## src/rtl/pil_pkg.sv

```systemverilog
package pil_pkg;

  localparam int XLEN = 32;
  localparam int OPC_W = 6;

  localparam logic [OPC_W-1:0] OPC_LOAD    = 6'b100011;
  localparam logic [OPC_W-1:0] OPC_LOAD_PI = 6'b111111;

  // state numbers are visible on cur_state
  typedef enum logic [3:0] {
    ST_FETCH   = 4'd0,
    ST_DECODE  = 4'd1,
    ST_ADDR    = 4'd2,
    ST_MEM     = 4'd3,
    ST_WB_MEM  = 4'd4,
    ST_WB_BASE = 4'd13
  } pil_state_e;

  typedef struct packed {
    logic       mem_rd;
    logic       iord;
    logic       ir_we;
    logic       pc_we;
    logic       ab_we;
    logic       res_we;
    logic       mdr_we;
    logic       alu_src_a;
    logic [1:0] alu_src_b;
    logic [1:0] alu_op;
    logic [1:0] reg_dst;
    logic       mem_to_reg;
    logic       reg_we;
  } pil_ctl_t;

  function automatic logic [XLEN-1:0] sext16(input logic [15:0] imm);
    return {{(XLEN-16){imm[15]}}, imm};
  endfunction

  function automatic logic [XLEN-1:0] alu_eval(input logic [1:0] op,
                                               input logic [XLEN-1:0] a,
                                               input logic [XLEN-1:0] b);
    return (op == 2'b01) ? (a - b) : (a + b);
  endfunction

  function automatic logic is_load_op(input logic [OPC_W-1:0] opc);
    return (opc == OPC_LOAD) || (opc == OPC_LOAD_PI);
  endfunction

endpackage

```

## src/rtl/pil_ctrl.sv

```systemverilog
module pil_ctrl
  import pil_pkg::*;
(
  input  logic             clk,
  input  logic             rst_n,
  input  logic [OPC_W-1:0] opcode,
  output pil_state_e       state,
  output pil_ctl_t         ctl
);

  pil_state_e state_nx;
  logic       is_pi;

  assign is_pi = (opcode == OPC_LOAD_PI);

  always_comb begin
    state_nx = ST_FETCH;
    unique case (state)
      ST_FETCH:   state_nx = ST_DECODE;
      ST_DECODE:  state_nx = is_load_op(opcode) ? ST_ADDR : ST_FETCH;
      ST_ADDR:    state_nx = ST_MEM;
      ST_MEM:     state_nx = ST_WB_MEM;
      ST_WB_MEM:  state_nx = is_pi ? ST_WB_BASE : ST_FETCH;
      ST_WB_BASE: state_nx = ST_FETCH;
      default:    state_nx = ST_FETCH;
    endcase
  end

  always_ff @(posedge clk) begin
    if (!rst_n) state <= ST_FETCH;
    else        state <= state_nx;
  end

  always_comb begin
    ctl = '0;
    unique case (state)
      ST_FETCH: begin
        ctl.mem_rd    = 1'b1;
        ctl.ir_we     = 1'b1;
        ctl.pc_we     = 1'b1;
        ctl.alu_src_b = 2'b01;
      end
      ST_DECODE: begin
        ctl.ab_we     = 1'b1;
        ctl.res_we    = 1'b1;
        ctl.alu_src_b = 2'b11;
      end
      ST_ADDR: begin
        ctl.res_we    = 1'b1;
        ctl.alu_src_a = 1'b1;
        ctl.alu_src_b = 2'b10;
      end
      ST_MEM: begin
        ctl.mem_rd = 1'b1;
        ctl.iord   = 1'b1;
        ctl.mdr_we = 1'b1;
        if (is_pi) begin
          ctl.res_we    = 1'b1;
          ctl.alu_src_a = 1'b1;
          ctl.alu_src_b = 2'b01;
        end
      end
      ST_WB_MEM: begin
        ctl.reg_we     = 1'b1;
        ctl.mem_to_reg = 1'b1;
        ctl.reg_dst    = 2'b00;
      end
      ST_WB_BASE: begin
        ctl.reg_we  = 1'b1;
        ctl.reg_dst = 2'b10;
      end
      default: ctl = '0;
    endcase
  end

  assert_base_wb_follows_mem_R7: assert property (@(posedge clk) disable iff (!rst_n)
    state == ST_WB_BASE |-> $past(state) == ST_WB_MEM);
  assert_undefined_back_to_fetch_R8: assert property (@(posedge clk) disable iff (!rst_n)
    (state == ST_DECODE && !is_load_op(opcode)) |=> state == ST_FETCH);
  assert_read_only_fetch_or_mem_R2: assert property (@(posedge clk) disable iff (!rst_n)
    ctl.mem_rd |-> (state == ST_FETCH || state == ST_MEM));
  assert_no_write_during_read_R5: assert property (@(posedge clk) disable iff (!rst_n)
    ctl.reg_we |-> !ctl.mem_rd);

endmodule

```

## src/rtl/pil_regfile.sv

```systemverilog
module pil_regfile #(
  parameter int W = 32,
  parameter int N = 32
) (
  input  logic                 clk,
  input  logic                 rst_n,
  input  logic                 we,
  input  logic [$clog2(N)-1:0] waddr,
  input  logic [W-1:0]         wdata,
  input  logic [$clog2(N)-1:0] raddr_a,
  input  logic [$clog2(N)-1:0] raddr_b,
  output logic [W-1:0]         rdata_a,
  output logic [W-1:0]         rdata_b
);

  localparam int AW = $clog2(N);

  logic [W-1:0] regs [N];

  for (genvar i = 0; i < N; i++) begin : g_reg
    if (i == 0) begin : g_zero
      assign regs[i] = '0;
    end else begin : g_store
      always_ff @(posedge clk) begin
        if (!rst_n)                          regs[i] <= '0;
        else if (we && waddr == AW'(i))      regs[i] <= wdata;
      end
    end
  end

  assign rdata_a = regs[raddr_a];
  assign rdata_b = regs[raddr_b];

  assert_write_lands_R5: assert property (@(posedge clk) disable iff (!rst_n)
    (we && waddr != '0) |=> regs[$past(waddr)] == $past(wdata));
  assert_zero_reg_reads_zero_R9: assert property (@(posedge clk) disable iff (!rst_n)
    (we && waddr == '0) |=> rdata_a == '0 || raddr_a != '0);

endmodule

```

## src/rtl/pil_datapath.sv

```systemverilog
module pil_datapath
  import pil_pkg::*;
#(
  parameter logic [XLEN-1:0] RESET_PC = '0,
  parameter int              REG_AW   = 5
) (
  input  logic              clk,
  input  logic              rst_n,
  input  pil_ctl_t          ctl,
  input  logic [XLEN-1:0]   mem_rdata,
  input  logic [XLEN-1:0]   rf_rdata_a,
  input  logic [XLEN-1:0]   rf_rdata_b,
  output logic [XLEN-1:0]   mem_addr,
  output logic [OPC_W-1:0]  opcode,
  output logic [REG_AW-1:0] rf_raddr_a,
  output logic [REG_AW-1:0] rf_raddr_b,
  output logic [REG_AW-1:0] rf_waddr,
  output logic [XLEN-1:0]   rf_wdata
);

  logic [XLEN-1:0] pc_q, ir_q, a_q, b_q, res_q, mdr_q;
  logic [XLEN-1:0] alu_a, alu_b, alu_res, imm_ext;
  logic [REG_AW-1:0] f_rs, f_rt, f_rd;

  assign opcode  = ir_q[31:26];
  assign f_rs    = ir_q[21 +: REG_AW];
  assign f_rt    = ir_q[16 +: REG_AW];
  assign f_rd    = ir_q[11 +: REG_AW];
  assign imm_ext = sext16(ir_q[15:0]);

  assign rf_raddr_a = f_rs;
  assign rf_raddr_b = f_rt;

  assign alu_a = ctl.alu_src_a ? a_q : pc_q;
  always_comb begin
    unique case (ctl.alu_src_b)
      2'b00:   alu_b = b_q;
      2'b01:   alu_b = XLEN'(4);
      2'b10:   alu_b = imm_ext;
      default: alu_b = imm_ext << 2;
    endcase
  end
  assign alu_res = alu_eval(ctl.alu_op, alu_a, alu_b);

  always_ff @(posedge clk) begin
    if (!rst_n) begin
      pc_q  <= RESET_PC;
      ir_q  <= '0;
      a_q   <= '0;
      b_q   <= '0;
      res_q <= '0;
      mdr_q <= '0;
    end else begin
      if (ctl.pc_we)  pc_q  <= alu_res;
      if (ctl.ir_we)  ir_q  <= mem_rdata;
      if (ctl.ab_we) begin
        a_q <= rf_rdata_a;
        b_q <= rf_rdata_b;
      end
      if (ctl.res_we) res_q <= alu_res;
      if (ctl.mdr_we) mdr_q <= mem_rdata;
    end
  end

  assign mem_addr = ctl.iord ? res_q : pc_q;

  always_comb begin
    unique case (ctl.reg_dst)
      2'b00:   rf_waddr = f_rt;
      2'b01:   rf_waddr = f_rd;
      2'b10:   rf_waddr = f_rs;
      default: rf_waddr = f_rt;
    endcase
  end
  assign rf_wdata = ctl.mem_to_reg ? mdr_q : res_q;

  assert_pc_steps_by_word_R2: assert property (@(posedge clk) disable iff (!rst_n)
    ctl.pc_we |=> pc_q == $past(pc_q) + XLEN'(4));
  assert_base_plus_four_R7: assert property (@(posedge clk) disable iff (!rst_n)
    (ctl.reg_we && ctl.reg_dst == 2'b10) |-> rf_wdata == a_q + XLEN'(4));
  assert_ir_holds_R3: assert property (@(posedge clk) disable iff (!rst_n)
    !ctl.ir_we |=> $stable(ir_q));

endmodule

```

## src/rtl/pil_core.sv

```systemverilog
module pil_core
  import pil_pkg::*;
#(
  parameter logic [31:0] RESET_PC = 32'h0,
  parameter int          REG_CNT  = 32
) (
  input  logic        clk,
  input  logic        rst_n,
  output logic [31:0] mem_addr,
  output logic        mem_rd,
  input  logic [31:0] mem_rdata,
  output logic        ctl_iord,
  output logic        ctl_alu_src_a,
  output logic [1:0]  ctl_alu_src_b,
  output logic [1:0]  ctl_alu_op,
  output logic [1:0]  ctl_reg_dst,
  output logic        ctl_mem_to_reg,
  output logic        rf_we,
  output logic [4:0]  rf_waddr,
  output logic [31:0] rf_wdata,
  output logic [3:0]  cur_state
);

  localparam int REG_AW = $clog2(REG_CNT);

  pil_state_e         state;
  pil_ctl_t           ctl;
  logic [OPC_W-1:0]   opcode;
  logic [REG_AW-1:0]  raddr_a, raddr_b, waddr;
  logic [XLEN-1:0]    rdata_a, rdata_b;

  pil_ctrl u_ctrl (
    .clk    (clk),
    .rst_n  (rst_n),
    .opcode (opcode),
    .state  (state),
    .ctl    (ctl)
  );

  pil_datapath #(.RESET_PC(RESET_PC), .REG_AW(REG_AW)) u_dp (
    .clk        (clk),
    .rst_n      (rst_n),
    .ctl        (ctl),
    .mem_rdata  (mem_rdata),
    .rf_rdata_a (rdata_a),
    .rf_rdata_b (rdata_b),
    .mem_addr   (mem_addr),
    .opcode     (opcode),
    .rf_raddr_a (raddr_a),
    .rf_raddr_b (raddr_b),
    .rf_waddr   (waddr),
    .rf_wdata   (rf_wdata)
  );

  pil_regfile #(.W(XLEN), .N(REG_CNT)) u_rf (
    .clk     (clk),
    .rst_n   (rst_n),
    .we      (ctl.reg_we),
    .waddr   (waddr),
    .wdata   (rf_wdata),
    .raddr_a (raddr_a),
    .raddr_b (raddr_b),
    .rdata_a (rdata_a),
    .rdata_b (rdata_b)
  );

  assign mem_rd         = ctl.mem_rd;
  assign ctl_iord       = ctl.iord;
  assign ctl_alu_src_a  = ctl.alu_src_a;
  assign ctl_alu_src_b  = ctl.alu_src_b;
  assign ctl_alu_op     = ctl.alu_op;
  assign ctl_reg_dst    = ctl.reg_dst;
  assign ctl_mem_to_reg = ctl.mem_to_reg;
  assign rf_we          = ctl.reg_we;
  assign rf_waddr       = waddr;
  assign cur_state      = state;

  assert_data_read_uses_result_R3: assert property (@(posedge clk) disable iff (!rst_n)
    (mem_rd && cur_state == 4'd3) |-> ctl_iord);
  assert_postinc_alu_overlap_R6: assert property (@(posedge clk) disable iff (!rst_n)
    (cur_state == 4'd3 && opcode == OPC_LOAD_PI) |-> (ctl_alu_src_a && ctl_alu_src_b == 2'b01 && ctl_alu_op == 2'b00));

endmodule

```

## config.mk

```make
export PLATFORM = sky130hd
export DESIGN_NAME = pil_core
export DESIGN_NICKNAME = d
export VERILOG_FILES = /design/src/rtl/pil_pkg.sv /design/src/rtl/pil_ctrl.sv /design/src/rtl/pil_regfile.sv /design/src/rtl/pil_datapath.sv /design/src/rtl/pil_core.sv
export SDC_FILE = /design/constraint.sdc
export NUM_CORES = 2
export LEC_CHECK = 0
export ABC_AREA = 1
export BUFFER_PORTS_ARGS = -buffer_cell sky130_fd_sc_hd__buf_2
export CORE_ASPECT_RATIO = 1.1
export CORE_UTILIZATION = 50
export CTS_CLUSTER_SIZE = 24
export DETAILED_ROUTE_END_ITERATION = 6
export PLACE_DENSITY = 0.66
export SYNTH_ARGS = -nofsm -noshare
export SYNTH_HDL_FRONTEND = slang
export SYNTH_HIERARCHICAL = 1
export SYNTH_SLANG_ARGS = --single-unit
```

## constraint.sdc

```tcl
create_clock -name clk -period 10.2 [get_ports clk]
set_input_delay 3.06 -clock clk [delete_from_list [all_inputs] [get_ports clk]]
set_output_delay 3.06 -clock clk [all_outputs]
set_load 0.02 [all_outputs]
```

==> results_dict.tcl <==
set metrics [dict create \
    worst_setup_path_end_kind "output pin" \
    firstDrtPassIters 7 \
    power_density_nw_per_um2 172 \
    syn_area_per_cell_um2 6.11 \
    yosysWarnings 6 \
    outcome "complete, no violations" \
    antenna_found_initial 8 \
    die_w_um 351 \
    first_global_vias 68900 \
    hold-path-cell-count 2 \
    regArea_um2 23800 \
    path_cells "inv_1 -> nor2_1 -> nand2_1 -> inv_4 -> buf_4 -> mux2_2 -> buf_2" \
    fin_cells 12200 \
    final_cell_mix "nand2_1 (3432), nand3_1 (2190), dfxtp_1 (1178), a21oi_1 (946), o21ai_0 (659)" \
    numCtsBuffers 136 \
    r2r_start "u_ctrl/state[2]" \
    p_leak_nw 28.1 \
    finalPower_mw 12.3 \
    reg2reg_to "u_rf/regs[226]" \
    clk_pin_slew_ns 0.06 \
    drive_gt1_share_pct 5.97 \
    fmax_ghz 0.145 \
    die_area_um2 135000 \
    dr_total_vias 75900 \
    crit_required_ns 7.14 \
    post_cts_resized 0 \
    grtUsageTotal_pct 42.0 \
    r2r_slack_ns 4.61 \
    cp-start-kind "flop" \
    clock_latency_ns 0.81 \
    setup_ws_ns 3.31 \
    final_hold_viol_count 0 \
    clk_path_buf_depth 3 \
    slew_violations 0 \
    cap_violations 0 \
    gp_congestion 0.964 \
    overflow 0 \
    synthToLayoutAreaGrowth_pct 7.17 \
    postCtsSetupRepairBufs 0 \
    cts_htree_levels 4 \
    io_buffers 114 \
    reg2reg_depth 13 \
    path_delay_family "buffers and inverters" \
    drt_iter0_markers 11900 \
    critPathMaxStageDelay_ns 0.91 \
    start_util_pct 50.5 \
    synthCells 11000 \
    critPathSlowestCell "mux2_2" \
    synth_edf_count 0 \
    viasPerCell 6.20 \
    critPathKind "flop to output pin" \
    setup_viol 0 \
    cts_tree "built" \
    cts_hold_buf 0 \
    period_minus_slack_ns 6.89 \
    wire_per_inst_um 24.1 \
    critPathBufInv 4 \
    min_to "u_rf/regs[638]" \
    rsz0062_at_grt "false" \
    core_um2 133000 \
    ys.flop_type "dfxtp_1" \
    grt_pass1_wl_um 433000 \
    grt_max_degree 233 \
    syn_area_um2 66900 \
    multi_input_area_um2 37200 \
    min-delay-start "u_rf/regs[638]" \
    period_share_pct 67.5 \
    cts-root-buf "clkbuf_16" \
    max-slew-margin-rel_pct 8.16 \
    vdd_drop_max_mv 0.174 \
    hold_path.class "flop to flop" \
    fillers 13400 \
    yosysSeqAreaShare_pct 35.5 \
    wl_um 295000 \
    pre_cts_ws_ns 4.16 \
    pin_count 118 \
    place_inst 12000 \
    synth-async-reset-ratio_pct 0 \
    netlist-cell-type-count 49 \
    fin_tns_setup_ns 0 \
    layout_commonest_cell "nand2_1" \
    synth-seq-cells 1188 \
    clock_sinks 1188 \
    final.setup_skew_ns 0.0329 \
    drcViolationCount 0 \
    tightestPinTransition_ns 1.37 \
    final_nets 10400 \
    critPathArrivalTime_ns 3.83 \
    die_h_um 386 \
    cp_max_fo 40 \
    ant_nets 0 \
    dp_hpwl_um 163000 \
    fp-row-count 140 \
]
worst min-delay path, delay by kind of cell (launching register included):
kind | cells | cell delay, ns
buf+inv | 1 | 0.05
compound gates | 1 | 0.05
flops | 1 | 0.32
flip-flops by register name, indices dropped and copies added, names as in the netlist:
register and cells:
u_dp/pc_q 32, u_dp/b_q 32, u_dp/ir_q 32, u_rf/regs 992, u_dp/res_q 32, u_ctrl/state 4, u_dp/mdr_q 32, u_dp/a_q 32
power breakdown:
part	internal [mW]	switching (mW)	total [mW]
sequential	4.72	0.0797	4.80
combinational	0.545	1.90	2.44
clock	2.95	2.12	5.07
cells in the mapped netlist, drive strengths merged (4+ instances only):
cell type	count	share of area [%]
ha	34	0.64
dfxtp	1188	36
o211ai	10	0.11
o21ai	771	5.8
nand4	10	0.093
xnor2	13	0.17
or2	4	0.037
clkbuf	664	3.7
buf	335	2.6
mux2	5	0.084
nand3	2208	17
a21o	8	0.090
xor2	36	0.47
nand2	3455	19
inv	562	3.2
nor2	673	3.9
a21oi	950	7.1
nor3	12	0.13
worst max-delay path by stage:
stage / startpoint / endpoint / slack (ns) / depth (start not counted)
floorplan: u_ctrl/state[2] / rf_wdata[19] / 5.20 / 8
global placement: u_ctrl/state[2] / rf_wdata[29] / 4.19 / 7
detailed placement: u_ctrl/state[2] / rf_wdata[29] / 4.16 / 7
CTS: u_ctrl/state[2] / rf_wdata[29] / 3.31 / 7
global route: u_ctrl/state[2] / rf_wdata[29] / 3.16 / 7
finish: u_ctrl/state[2] / rf_wdata[29] / 3.31 / 7
cell type report:
class	count	area share, %
tap	1775	3.10
sequential	1188	33.2
clock inverter	40	0.611
inverter	563	3.03
timing repair buffer	259	2.47
multi-input combinational	8212	51.9
antenna	2	0.00698
clock buffer	206	5.70
kinds of logic (layout without fill, tap and decap cells):
kind of cell / after synthesis / count (layout) / synth area share (%)
XOR/XNOR: 49 / 49 / 0.641
multiplexers: 5 / 5 / 0.0841
AO/OA/AOI/OAI: 1754 / 1754 / 13.3
AND/OR/NAND/NOR: 6366 / 6366 / 40.3
buffers and inverters: 1562 / 1068 / 9.46
other: 1 / 5 / 0.00560
flip-flops: 1188 / 1188 / 35.5
adder cells (fa/ha/maj): 35 / 35 / 0.666
metal layers:
layer / up-vias / global-route usage, % / wire length [um]
met5: - / 0 / 16
met4: 4 / 25.0 / 18600
met3: 1100 / 11.1 / 39200
met2: 5469 / 62.1 / 124000
met1: 34900 / 54.6 / 113000
li1: 34500 / - / -
stage by stage:
stage	util [%]	hold WS, ns	cell area [um2]
finish	54.1	0.461	71700
global route	54.1	0.476	71700
CTS	54.1	0.460	71700
detailed placement	50.7	0.451	67200
global placement	50.7	0.446	67200
floorplan	-	0.434	66900
Power figures use the tool's default switching activity.
